<file path="src/rtl/periodic_timer_pkg.sv">
package periodic_timer_pkg;
  localparam int ADDR_W = 3;

  typedef enum logic [ADDR_W-1:0] {
    REG_CTRL   = 3'd0,
    REG_PRESET = 3'd1,
    REG_PSC    = 3'd2,
    REG_CMD    = 3'd3,
    REG_STAT   = 3'd4,
    REG_COUNT  = 3'd5
  } reg_addr_e;

  localparam int CTRL_RELOAD = 0;
  localparam int CTRL_IRQ_EN = 1;
  localparam int CTRL_LOCK   = 2;
  localparam int CMD_START   = 0;
  localparam int CMD_STOP    = 1;
  localparam int STAT_TC     = 0;
  localparam int STAT_RUN    = 1;
endpackage

</file>
<file path="src/rtl/periodic_timer_regs.sv">
module periodic_timer_regs
  import periodic_timer_pkg::*;
#(
  parameter int CNT_W = 16,
  parameter int PSC_W = 5
) (
  input  logic              clk_i,
  input  logic              rst_ni,
  input  logic              we_i,
  input  logic [ADDR_W-1:0] addr_i,
  input  logic [CNT_W-1:0]  wdata_i,
  output logic [CNT_W-1:0]  preset_o,
  output logic [PSC_W-1:0]  psc_o,
  output logic              reload_o,
  output logic              irq_en_o,
  output logic              locked_o,
  output logic              start_o,
  output logic              stop_o,
  output logic              clr_tc_o
);
  logic wr_ctrl, wr_preset, wr_psc;
  logic [CNT_W-1:0] preset_q;
  logic [PSC_W-1:0] psc_q;
  logic reload_q, irq_en_q, lock_q;

  assign wr_ctrl   = we_i && (addr_i == REG_CTRL)   && !lock_q;
  assign wr_preset = we_i && (addr_i == REG_PRESET) && !lock_q;
  assign wr_psc    = we_i && (addr_i == REG_PSC)    && !lock_q;
  assign start_o   = we_i && (addr_i == REG_CMD)  && wdata_i[CMD_START];
  assign stop_o    = we_i && (addr_i == REG_CMD)  && wdata_i[CMD_STOP];
  assign clr_tc_o  = we_i && (addr_i == REG_STAT) && wdata_i[STAT_TC];

  always_ff @(posedge clk_i or negedge rst_ni) begin
    if (!rst_ni) begin
      preset_q <= '0;
      psc_q    <= '0;
      reload_q <= 1'b0;
      irq_en_q <= 1'b0;
      lock_q   <= 1'b0;
    end else begin
      if (wr_ctrl) begin
        reload_q <= wdata_i[CTRL_RELOAD];
        irq_en_q <= wdata_i[CTRL_IRQ_EN];
        lock_q   <= wdata_i[CTRL_LOCK];
      end
      if (wr_preset) preset_q <= wdata_i;
      if (wr_psc)    psc_q    <= wdata_i[PSC_W-1:0];
    end
  end

  assign preset_o = preset_q;
  assign psc_o    = psc_q;
  assign reload_o = reload_q;
  assign irq_en_o = irq_en_q;
  assign locked_o = lock_q;


  lock_sticky_chk: assert property (@(posedge clk_i) disable iff (!rst_ni)
    lock_q |=> lock_q);

  locked_preset_chk: assert property (@(posedge clk_i) disable iff (!rst_ni)
    (lock_q && we_i && addr_i == REG_PRESET) |=> $stable(preset_q));

  locked_psc_chk: assert property (@(posedge clk_i) disable iff (!rst_ni)
    (lock_q && we_i && addr_i == REG_PSC) |=> $stable(psc_q));
endmodule

</file>
<file path="src/rtl/periodic_timer_prescaler.sv">
module periodic_timer_prescaler #(
  parameter int PSC_W = 5
) (
  input  logic             clk_i,
  input  logic             rst_ni,
  input  logic             en_i,
  input  logic             clear_i,
  input  logic [PSC_W-1:0] psc_i,
  output logic             tick_o
);
  logic [PSC_W-1:0] pcnt_q;

  // >= so a smaller divide written mid-run cannot overrun
  assign tick_o = en_i && !clear_i && (pcnt_q >= psc_i);

  always_ff @(posedge clk_i or negedge rst_ni) begin
    if (!rst_ni)       pcnt_q <= '0;
    else if (clear_i)  pcnt_q <= '0;
    else if (en_i)     pcnt_q <= tick_o ? '0 : pcnt_q + 1'b1;
  end


  hold_when_idle_chk: assert property (@(posedge clk_i) disable iff (!rst_ni)
    (!en_i && !clear_i) |=> $stable(pcnt_q));

  wrap_after_tick_chk: assert property (@(posedge clk_i) disable iff (!rst_ni)
    tick_o |=> (pcnt_q == '0));
endmodule

</file>
<file path="src/rtl/periodic_timer_counter.sv">
module periodic_timer_counter #(
  parameter int CNT_W = 16
) (
  input  logic             clk_i,
  input  logic             rst_ni,
  input  logic             start_i,
  input  logic             stop_i,
  input  logic             tick_i,
  input  logic             reload_i,
  input  logic             clr_tc_i,
  input  logic [CNT_W-1:0] preset_i,
  output logic [CNT_W-1:0] cnt_o,
  output logic             running_o,
  output logic             tc_o
);
  localparam logic [CNT_W-1:0] ONE = CNT_W'(1);

  logic [CNT_W-1:0] cnt_q;
  logic running_q, tc_q, at_end, step, terminal;

  assign at_end   = (cnt_q == '0) || (cnt_q == ONE);
  assign step     = running_q && tick_i && !start_i && !stop_i;
  assign terminal = step && at_end;

  always_ff @(posedge clk_i or negedge rst_ni) begin
    if (!rst_ni) begin
      cnt_q     <= '0;
      running_q <= 1'b0;
    end else if (start_i) begin
      cnt_q     <= preset_i;
      running_q <= 1'b1;
    end else if (stop_i) begin
      running_q <= 1'b0;
    end else if (step) begin
      if (at_end) begin
        if (reload_i) begin
          cnt_q <= preset_i;
        end else begin
          cnt_q     <= '0;
          running_q <= 1'b0;
        end
      end else begin
        cnt_q <= cnt_q - 1'b1;
      end
    end
  end

  always_ff @(posedge clk_i or negedge rst_ni) begin
    if (!rst_ni)        tc_q <= 1'b0;
    else if (terminal)  tc_q <= 1'b1;
    else if (clr_tc_i)  tc_q <= 1'b0;
  end

  assign cnt_o     = cnt_q;
  assign running_o = running_q;
  assign tc_o      = tc_q;


  decrement_chk: assert property (@(posedge clk_i) disable iff (!rst_ni)
    (step && !at_end) |=> (cnt_q == $past(cnt_q) - 1'b1));

  flag_set_chk: assert property (@(posedge clk_i) disable iff (!rst_ni)
    terminal |=> tc_q);

  reload_chk: assert property (@(posedge clk_i) disable iff (!rst_ni)
    (terminal && reload_i) |=> (running_q && cnt_q == $past(preset_i)));

  oneshot_stop_chk: assert property (@(posedge clk_i) disable iff (!rst_ni)
    (terminal && !reload_i) |=> (!running_q && cnt_q == '0));

  idle_hold_chk: assert property (@(posedge clk_i) disable iff (!rst_ni)
    (!tick_i && !start_i) |=> $stable(cnt_q));
endmodule

</file>
<file path="src/rtl/periodic_timer.sv">
module periodic_timer
  import periodic_timer_pkg::*;
#(
  parameter int CNT_W = 16,
  parameter int PSC_W = 5
) (
  input  logic              clk_i,
  input  logic              rst_ni,
  input  logic              slow_tick_i,
  input  logic              freeze_i,
  input  logic              test_mode_i,
  input  logic              we_i,
  input  logic [ADDR_W-1:0] addr_i,
  input  logic [CNT_W-1:0]  wdata_i,
  output logic [CNT_W-1:0]  rdata_o,
  output logic              irq_o
);
  logic [CNT_W-1:0] preset, cnt;
  logic [PSC_W-1:0] psc;
  logic reload, irq_en, locked, start, stop, clr_tc;
  logic running, tc, psc_en, tick;

  periodic_timer_regs #(.CNT_W(CNT_W), .PSC_W(PSC_W)) u_regs (
    .clk_i, .rst_ni, .we_i, .addr_i, .wdata_i,
    .preset_o(preset), .psc_o(psc), .reload_o(reload), .irq_en_o(irq_en),
    .locked_o(locked), .start_o(start), .stop_o(stop), .clr_tc_o(clr_tc)
  );

  assign psc_en = running && !freeze_i && slow_tick_i;

  periodic_timer_prescaler #(.PSC_W(PSC_W)) u_psc (
    .clk_i, .rst_ni, .en_i(psc_en), .clear_i(start), .psc_i(psc), .tick_o(tick)
  );

  periodic_timer_counter #(.CNT_W(CNT_W)) u_cnt (
    .clk_i, .rst_ni, .start_i(start), .stop_i(stop), .tick_i(tick),
    .reload_i(reload), .clr_tc_i(clr_tc), .preset_i(preset),
    .cnt_o(cnt), .running_o(running), .tc_o(tc)
  );

  assign irq_o = tc && irq_en;

  always_comb begin
    rdata_o = '0;
    case (addr_i)
      REG_CTRL: begin
        rdata_o[CTRL_RELOAD] = reload;
        rdata_o[CTRL_IRQ_EN] = irq_en;
        rdata_o[CTRL_LOCK]   = locked;
      end
      REG_PRESET: rdata_o = preset;
      REG_PSC:    rdata_o[PSC_W-1:0] = psc;
      REG_STAT: begin
        rdata_o[STAT_TC]  = tc;
        rdata_o[STAT_RUN] = running;
      end
      REG_COUNT:  rdata_o = test_mode_i ? cnt : '0;
      default:    rdata_o = '0;
    endcase
  end


  irq_gate_chk: assert property (@(posedge clk_i) disable iff (!rst_ni)
    irq_o |-> (irq_en && tc));

  frozen_no_tick_chk: assert property (@(posedge clk_i) disable iff (!rst_ni)
    freeze_i |-> !tick);

  frozen_count_chk: assert property (@(posedge clk_i) disable iff (!rst_ni)
    (freeze_i && !start) |=> $stable(cnt));
endmodule

</file>
<file path="config.mk">
export PLATFORM = sky130hd
export DESIGN_NAME = periodic_timer
export DESIGN_NICKNAME = d
export VERILOG_FILES = /design/src/rtl/periodic_timer_pkg.sv /design/src/rtl/periodic_timer_regs.sv /design/src/rtl/periodic_timer_prescaler.sv /design/src/rtl/periodic_timer_counter.sv /design/src/rtl/periodic_timer.sv
export SDC_FILE = /design/constraint.sdc
export NUM_CORES = 1
export LEC_CHECK = 0
export BUFFER_PORTS_ARGS = -buffer_cell sky130_fd_sc_hd__buf_2
export CAP_MARGIN = 20
export CORE_AREA = 4 4 77 79
export DETAILED_ROUTE_END_ITERATION = 10
export DIE_AREA = 0 0 81 83
export GPL_ROUTABILITY_DRIVEN = 0
export PLACE_DENSITY = 0.81
export SYNTH_ARGS = -nofsm -noshare
export SYNTH_HDL_FRONTEND = slang
export SYNTH_HIERARCHICAL = 1
export SYNTH_SLANG_ARGS = --single-unit
</file>
<file path="constraint.sdc">
create_clock -name clk_i -period 2.8 [get_ports clk_i]
set_input_delay 0.56 -clock clk_i [delete_from_list [all_inputs] [get_ports clk_i]]
set_output_delay 0.56 -clock clk_i [all_outputs]
set_load 0.01 [all_outputs]
</file>
* Word-level counts from Yosys, hierarchy flattened
Index checks and enable logic that the tools add are counted.
** Operators by class
- Add/sub/neg operators :: 2
- Order comparisons :: 1
- Eq/ne operators :: 8
- Mux-type cells :: 20
- Reduce and logical (&&, ||, !) cells :: 34
** Operators with widths (number)
- $mux W16 :: 6
- $pmux W11 S2 :: 1
- $logic_and A1 B1 Y1 :: 20
- $eq A16 B1 Y1 const B :: 1
- $logic_not A16 Y1 :: 1
- $sub A16 B1 Y16 const B :: 1
- $mux W5 :: 3
- $pmux W2 S5 :: 1
- $mux W1 :: 7
- $eq A3 B2 Y1 const B :: 2
- $eq A3 B3 Y1 const B :: 2
- $pmux W2 S3 :: 1
- $reduce_bool A2 Y1 :: 3
- $reduce_bool A3 Y1 :: 2
- $add A5 B1 Y5 const B :: 1
- $ge A5 B5 Y1 :: 1
- $logic_not A1 Y1 :: 4
- $pmux W1 S4 :: 1
- $eq A3 B1 Y1 const B :: 1
- $logic_not A3 Y1 :: 1
- $ne A3 B1 Y1 const B :: 1
- $reduce_and A3 Y1 :: 1
- $ne A2 B1 Y1 const B :: 1
- $reduce_and A2 Y1 :: 1
- $logic_or A1 B1 Y1 :: 1
** Storage, ports and cells
- Bits in registers :: 47
- Input port bits :: 25
- Output and inout port bits :: 17

* Logic depth before layout (Yosys ltp)
Gate-level depths: netlist of the first run.
- Depth after elaboration :: 12
- Depth in mapped cells :: 11

* Modules after synthesis
Netlist of the first run, hierarchy kept.
** By module, submodules not included
- periodic_timer_counter :: instances 1, cells each 137, area each 1219.9 um^2
- periodic_timer_regs :: instances 1, cells each 59, area each 1001.0 um^2
- periodic_timer_prescaler :: instances 1, cells each 42, area each 372.9 um^2
- periodic_timer :: instances 1, cells each 44, area each 351.6 um^2

* Least setup slack after synthesis of the first run
Ideal clock, no wire load.
- Kind :: input port to flip-flop
- From :: in addr_i[1]
- To :: reg u_cnt.cnt_q[5], in the netlist u_cnt/cnt_o[5]
- Setup time :: 0.104 ns
- Data arrival time :: 2.188 ns
- Data required time :: 2.696 ns
- Setup slack :: 0.508 ns
- Cell stages on the path :: 9
- Path buffers :: 1
- Cells stage by stage :: and3b_1 > and3_1 > nand2b_1 > nor2_1 > nand3b_1 > o41ai_4 > buf_6 > nand2_1 > o311ai_1
** On the way
- Longest elaborated chain between the ends :: 11
- Elaborated cells between the ends (all ways) :: 15
** RTL lines
- from (decl) :: RTL line periodic_timer.sv:13 : input logic [ADDR_W-1:0] addr_i,
- $eq A3 B2 Y1 :: RTL line periodic_timer_regs.sv:29 : assign start_o = we_i && (addr_i == REG_CMD) && wdata_i[CMD_START];
- $logic_and A1 B1 Y1 (2 in series) :: RTL line periodic_timer_regs.sv:29
- via start :: RTL line periodic_timer.sv:20 : logic reload, irq_en, locked, start, stop, clr_tc;
- $logic_not A1 Y1 :: RTL line periodic_timer_prescaler.sv:14 : assign tick_o = en_i && !clear_i && (pcnt_q >= psc_i);
- $logic_and A1 B1 Y1 (2 in series) :: RTL line periodic_timer_prescaler.sv:14
- via tick :: RTL line periodic_timer.sv:21 : logic running, tc, psc_en, tick;
- $logic_and A1 B1 Y1 (3 in series) :: RTL line periodic_timer_counter.sv:22 : assign step = running_q && tick_i && !start_i && !stop_i;
- $reduce_bool A2 Y1 (no line)
- $reduce_and A2 Y1 (no line)
- to (signal assigned) :: RTL line periodic_timer_counter.sv:30 : cnt_q <= preset_i;
- to (signal assigned) :: RTL line periodic_timer_counter.sv:37 : cnt_q <= preset_i;
- to (signal assigned) :: RTL line periodic_timer_counter.sv:43 : cnt_q <= cnt_q - 1'b1;
- to (decl) :: RTL line periodic_timer_counter.sv:18 : logic [CNT_W-1:0] cnt_q;
The timed path passes the listed nets, and every way through them passes these cells.
A chain may end at the register's enable or synchronous reset.

* Worst setup path in the final report of the first run
- From :: reg u_psc.pcnt_q[0]
- To :: reg u_cnt.cnt_q[9], in the netlist u_cnt/cnt_o[9]
** On the way
- Longest elaborated chain between the ends :: 7
** RTL lines
- from (decl) :: RTL line periodic_timer_prescaler.sv:11 : logic [PSC_W-1:0] pcnt_q;
- from (signal assigned) :: RTL line periodic_timer_prescaler.sv:19 : else if (en_i) pcnt_q <= tick_o ? '0 : pcnt_q + 1'b1;
- $ge A5 B5 Y1 :: RTL line periodic_timer_prescaler.sv:14
- $logic_and A1 B1 Y1 :: RTL line periodic_timer_prescaler.sv:14
- via tick :: RTL line periodic_timer.sv:21
- $logic_and A1 B1 Y1 (3 in series) :: RTL line periodic_timer_counter.sv:22
- $reduce_bool A2 Y1 (no line)
- $reduce_and A2 Y1 (no line)
The timed path passes the listed nets, and every way through them passes these cells.

==> results of run 1 <==
-- report_power, final --
group / switching, mW / total [mW] / internal, mW
Clock: 0.219 / 0.481 / 0.262
Combinational: 0.377 / 0.762 / 0.386
Sequential: 0.229 / 1.08 / 0.855
Total: 0.824 / 2.33 / 1.50
-- per-stage QoR --
step | instances | cell area, sq um | setup slack, ns | utilization
6_report | 400 | 3340 | 0.175 | 0.627
3_3_place_gp | 393 | 3240 | 0.236 | 0.607
2_1_floorplan | 282 | 2950 | 0.508 | -
4_1_cts | 400 | 3340 | 0.234 | 0.627
3_5_place_dp | 393 | 3240 | 0.138 | 0.607
5_1_grt | 400 | 3340 | 0.0507 | 0.627
-- flip-flops by register name (all words and copies together) (netlist names) --
name,cells
u_cnt/running_o,1
u_psc/pcnt_q,5
u_cnt/tc_o,1
u_regs/psc_o,5
u_regs/preset_o,16
u_regs/locked_o,1
u_regs/reload_o,1
u_regs/irq_en_o,1
u_cnt/cnt_o,16
-- kinds of logic after synthesis --
family                     after synthesis
and+or+nand+nor                        103
AOI/OAI and AO/OA                       67
DFF                                     47
buffers and inverters                   28
muxes                                   26
adders and majority gates                8
xor gates and xnor gates                 3
-- layer usage --
layer,up-vias,global-route usage
li1,1154,-
met2,82,0.335
met5,-,0
met4,0,0.0614
met1,1183,0.311
met3,9,0.0369
-- synth_stat cells (2+ instances only) --
master and n:
a211o_1 3, a21oi_1 5, a221o_1 6, a22o_1 2, a22o_2 11, a22oi_1 5
a311o_1 2, a31o_2 2, and2_1 2, and3_1 3, and3b_1 3, buf_2 2
buf_6 5, clkbuf_1 8, dfrtp_1 47, ha_1 8, inv_1 12, mux2_2 13
mux2_4 10, mux2i_1 3, nand2_1 27, nand2b_1 3, nand3_1 8, nand3b_1 5
nand4_1 7, nor2_1 14, nor2b_1 2, nor3_1 6, nor3b_1 3, nor4_1 5
nor4_2 3, o21a_1 2, o21ai_0 5, o21ai_1 10, o311a_1 2, o31ai_1 2
or3_1 2, or4_1 2, xor2_1 2
-- final cells by class --
| type | instances | area [sq um] |
|---|---|---|
| Fill cell | 473 | 1990 |
| Multi-Input combinational cell | 207 | 1620 |
| Sequential cell | 47 | 1180 |
| Timing Repair Buffer | 55 | 310 |
| Tap cell | 72 | 90.1 |
| Clock buffer | 6 | 72.6 |
| Inverter | 12 | 45.0 |
| Clock inverter | 1 | 30.0 |
-- final timing paths --
check                                   start             endpoint  slack (ns)
setup / recovery              u_psc/pcnt_q[0]       u_cnt/cnt_o[9]        0.18
hold / removal                         rst_ni           u_cnt/tc_o        0.24
setup reg to reg              u_psc/pcnt_q[0]       u_cnt/cnt_o[9]        0.18
hold reg to reg            u_regs/preset_o[3]       u_cnt/cnt_o[3]        0.52
max in group asynchronous              rst_ni      u_cnt/cnt_o[14]        2.31
min in group clk_i                wdata_i[13]  u_regs/preset_o[13]        0.49
-- critical path: stages (launching register included) --
cell,delay [ns]
dfrtp_1,0.40
inv_1,0.08
ha_1,0.27
nor2b_1,0.04
o21ai_1,0.20
a31oi_1,0.17
nor2_1,0.18
nand3b_1,0.29
buf_4,0.28
o311a_1,0.33
a221o_1,0.25
==> impl_metrics.py, run 1 <==
metrics = {
    "status": {
        "status": "finished, final reports clean",
    },
    "timing": {
        "fmaxAchievable_mhz": 381,
        "worst-slew-pin-transition_ns": 0.649,
        "timing.max_slew.rel_slack": 0.564,
        "post-route-min-period_ns": 2.62,
        "fin_hold_ws_ns": 0.241,
        "totalNegativeSetupSlack_ns": 0,
        "clock_skew_ns": 0.00800,
        "report.final.slew_viol_count": 0,
        "hold_violations": 0,
        "grt_setup_unrepaired": "no",
        "final_min_period_over_clock_period": 0.937,
        "setup-violations-final": 0,
    },
    "power": {
        "p_leak_nw": 1.61,
        "tot_pwr_mw": 2.33,
        "vdd_ir_drop_max_mv": 0.402,
        "power_per_cell_area_nw_per_um2": 696,
    },
    "placed_design": {
        "io_buffer_count": 41,
        "dp.final_hpwl_microns": 5050,
    },
    "clock_tree": {
        "cts_made_buffers": 5,
        "cts.sinks": 47,
        "cts_tree": "done",
        "post-cts-setup-buffer-count": 0,
        "cts-root-buf": "clkbuf_8",
        "number_of_buffers_inserted_for_hold_repair_after_clock_tree_synthesis": 0,
        "clkSlewWorstSetupHoldPaths_ns": 0.09,
        "insertion_delay_ns": 0.30,
        "htree_levels": 2,
        "maximum_buffer_depth_of_the_clock_tree": 2,
        "cts-resized-gates": 0,
    },
    "yosys": {
        "synth-warning-count": 6,
        "synth_compound_gate_area_share": 0.188,
        "synthAdderAreaFrac": 0.0340,
        "yosys.area.top_type": "dfrtp_1",
        "synth_top_family_by_area": "simple AND/OR/NAND/NOR gates",
        "distinct_cell_type_count_of_the_synthesized_netlist": 59,
        "ys_top_cells_by_area": "dfrtp_1 40%, mux2_4 5.1%, mux2_2 5.0%, a22o_2 3.7%, nand2_1 3.4%",
        "avgSynthCellArea_sq_um": 10.4,
        "synth-edff-count": 0,
        "syn_inst": 282,
        "synthXorXnorAreaFrac": 0.00892,
        "register_area_share_after_synthesis": 0.399,
        "syn_nets": 315,
        "share_of_flip_flops_with_an_asynchronous_set_or_reset_after_synthesis": 1.00,
        "netlist_area_sq_um": 2950,
        "synthMuxAreaShare": 0.111,
        "synthSimpleGateAreaFrac": 0.208,
        "synth_top_area_share": 0.399,
        "synth.ff_latch_count": 47,
        "main_synth_ff_type": "dfrtp_1",
    },
    "hold_path": {
        "class_of_the_most_critical_hold_timing_path": "in -> async",
    },
    "detailed_routing": {
        "drt_iter0_markers": 241,
        "highest_layer": "met4",
        "routed-via-count": 2428,
        "drc": 0,
        "wl_per_cell_microns": 17.2,
        "drt_pre_antenna_iters": 5,
        "detailroute.wirelength.met3_microns": 375,
        "wirelength_microns": 6880,
        "route.layer.met1.wl_microns": 3060,
        "wl_met2_microns": 3330,
        "drt.antenna.violating_nets": 0,
        "post_drt_via_cell_ratio": 6.07,
    },
    "global_routing": {
        "grt_remaining_overflow": 0,
        "wire_length_of_the_first_global_routing_pass_microns": 11600,
        "first_global_vias": 2378,
        "globalRouteTotalUtil": 0.217,
        "grt_antenna_before_repair": 0,
        "grt_max_degree": 25,
    },
    "floorplan": {
        "die_h_microns": 83,
        "design.die.area_sq_um": 6720,
        "design.portCount": 42,
        "core_outline_area_sq_um": 5340,
        "chipWidth_microns": 81,
        "start_util": 0.552,
        "rows": 27,
    },
    "final_layout": {
        "most-common-layout-cells": "47 x dfrtp_1, 41 x buf_2, 27 x nand2_1, 14 x buf_4, 14 x nor2_1",
        "net_count_reported_at_finish": 361,
        "commonest_non_fill_non_tap_cell_in_the_layout": "dfrtp_1",
        "areaGrowthSynthToFinish_pct": 13.6,
        "final_layout_size_suffix_gt1_frac": 0.326,
        "diodes": 0,
    },
    "critical_path": {
        "worst-endpoint-arrival_ns": 2.81,
        "logic_depth_of_the_worst_register_to_register_path": 10,
        "start_kind": "flip-flop",
        "path_class": "reg -> reg",
        "critPathMaxFanout": 8,
        "end_kind": "flip-flop",
        "crit_required_ns": 2.99,
    },
    "run": {
        "max_cap_violations": 0,
    },
}
No activity file was read; power rests on OpenSTA's default activity.
==> run 2: changes to the inputs <==
--- a/config.mk
+++ b/config.mk
@@ -11,7 +11,7 @@
 export DETAILED_ROUTE_END_ITERATION = 10
 export DIE_AREA = 0 0 81 83
 export GPL_ROUTABILITY_DRIVEN = 0
-export PLACE_DENSITY = 0.81
+export PLACE_DENSITY_LB_ADDON = 0.1
 export SYNTH_ARGS = -nofsm -noshare
 export SYNTH_HDL_FRONTEND = slang
 export SYNTH_HIERARCHICAL = 1
==> impl_metrics.py, run 2 (synthesis results as in run 1) <==
metrics = {
    "detailed_routing": {
        "wirelength_microns": 6960,
        "drc": 0,
        "post_drt_via_cell_ratio": 6.04,
        "drt_iter0_markers": 134,
        "routed-via-count": 2428,
        "wl_per_cell_microns": 17.3,
        "drt_pre_antenna_iters": 4,
        "drt.antenna.violating_nets": 0,
    },
    "critical_path": {
        "critPathMaxFanout": 9,
        "start_kind": "flip-flop",
        "cp-startpoint": "u_psc/pcnt_q[2]",
        "worst-endpoint-arrival_ns": 2.79,
        "crit_required_ns": 3.05,
        "crit_path_cell_trace": "ha_1 > nand2_1 > o21ai_1 > a31oi_1 > nor2_1 > nand3b_1 > buf_4 > nor4_1 > a221o_1",
        "top_cell_family_by_delay_on_the_critical_path": "simple AND/OR/NAND/NOR gates",
        "cp_num_buf_inv": 1,
        "end_kind": "flip-flop",
        "cpMaxStageDelayCell": "dfrtp_1",
        "path_class": "reg -> reg",
        "worstReg2RegStart": "u_psc/pcnt_q[2]",
        "cpPeakStageDelay_ns": 0.45,
    },
    "clock_tree": {
        "maximum_buffer_depth_of_the_clock_tree": 2,
        "cts-root-buf": "clkbuf_8",
        "post-cts-setup-buffer-count": 0,
        "cts-resized-gates": 0,
        "cts_tree": "done",
        "cts_made_buffers": 5,
        "clkSlewWorstSetupHoldPaths_ns": 0.09,
        "htree_levels": 2,
        "insertion_delay_ns": 0.31,
        "cts.sinks": 47,
        "number_of_buffers_inserted_for_hold_repair_after_clock_tree_synthesis": 0,
    },
    "timing": {
        "setup-violations-final": 0,
        "report.final.slew_viol_count": 0,
        "fmaxAchievable_mhz": 393,
        "hold_violations": 0,
        "timing.max_slew.rel_slack": 0.680,
        "totalNegativeSetupSlack_ns": 0,
        "worst-slew-pin-transition_ns": 0.476,
        "final_min_period_over_clock_period": 0.908,
        "grt_setup_unrepaired": "no",
        "clock_skew_ns": 0.0123,
        "post-route-min-period_ns": 2.54,
    },
    "global_routing": {
        "first_global_vias": 2423,
        "grt_remaining_overflow": 0,
        "wire_length_of_the_first_global_routing_pass_microns": 11700,
        "grt_antenna_before_repair": 0,
        "grt_max_degree": 48,
        "globalRouteTotalUtil": 0.222,
    },
    "final_layout": {
        "commonest_non_fill_non_tap_cell_in_the_layout": "dfrtp_1",
        "areaGrowthSynthToFinish_pct": 13.8,
        "final_layout_size_suffix_gt1_frac": 0.330,
        "net_count_reported_at_finish": 362,
        "layout.cell_area.non_filler_sq_um": 3350,
        "most-common-layout-cells": "47 x dfrtp_1, 41 x buf_2, 27 x nand2_1, 14 x buf_4, 14 x nor2_1",
        "utilization": 0.628,
        "diodes": 0,
        "fin_cells": 402,
    },
    "floorplan": {
        "start_util": 0.552,
        "core_outline_area_sq_um": 5340,
        "design.portCount": 42,
        "chipWidth_microns": 81,
        "rows": 27,
        "design.die.area_sq_um": 6720,
        "die_h_microns": 83,
    },
    "power": {
        "p_int_mw": 1.43,
        "power_per_cell_area_nw_per_um2": 677,
        "sw_frac_of_total": 0.369,
        "comb_power_share": 0.341,
        "tot_pwr_mw": 2.27,
        "p_leak_nw": 1.61,
        "vdd_ir_drop_max_mv": 0.341,
        "clock_power_share": 0.183,
        "p_switching_mw": 0.837,
        "sequentialPowerShare": 0.477,
    },
    "run": {
        "max_cap_violations": 0,
    },
    "status": {
        "status": "finished, final reports clean",
    },
    "hold_path": {
        "class_of_the_most_critical_hold_timing_path": "in -> async",
    },
    "placed_design": {
        "place.detailed.instances": 394,
        "dp.final_hpwl_microns": 5150,
        "post_placement_cell_area_sq_um": 3260,
        "io_buffer_count": 41,
    },
}
==> run 2: stage by stage <==
step                hold slack (ns)  setup slack (ns)
floorplan                     0.264             0.508
CTS                           0.233             0.188
finish                        0.232             0.257
global placement              0.500             0.180
global route                  0.238            0.0284
detailed placement            0.507             0.137
==> run 2: cell type report <==
class                           count  area (sq um)
Multi-Input combinational cell    207          1620
Fill cell                         477          1990
Clock buffer                        6          72.6
Sequential cell                    47          1180
Tap cell                           72          90.1
Inverter                           12          45.0
Timing Repair Buffer               56           330
Clock inverter                      2          16.3
==> run 2: final timing paths <==
path | to | slack, ns | cells past startpoint
hold reg to reg | u_cnt/cnt_o[3] | 0.52 | 2
max in group asynchronous | u_regs/preset_o[12] | 2.35 | 2
hold / removal | u_cnt/cnt_o[12] | 0.23 | 2
min in group clk_i | u_regs/preset_o[7] | 0.48 | 2
setup reg to reg | u_cnt/cnt_o[12] | 0.26 | 9
setup / recovery | u_cnt/cnt_o[12] | 0.26 | 9
==> run 2: metal layers <==
metal | wire length [microns] | GRT usage | vias up
met4 | 88 | 0.0707 | 0
met5 | 0 | 0 | -
met2 | 3200 | 0.329 | 80
met1 | 3250 | 0.328 | 1171
li1 | - | - | 1168
met3 | 417 | 0.0358 | 9
==> run 2: power groups by stage <==
stage / clock [mW] / sequential (mW) / combinational (mW)
after detailed placement: 0 / 1.10 / 0.769
after floorplan: 0 / 1.02 / 0.603
after CTS: 0.425 / 1.08 / 0.775
after global placement: 0 / 1.09 / 0.749
after global routing: 0.448 / 1.12 / 0.863
final: 0.414 / 1.08 / 0.772
==> run 2: worst reg2reg max path: cells and delay by family (launching register included) <==
| kind | cells | cell delay, ns |
|---|---|---|
| fa+ha+maj | 1 | 0.32 |
| buf+inv | 1 | 0.26 |
| flops | 1 | 0.45 |
| compound gates | 3 | 0.58 |
| simple gates | 4 | 0.89 |
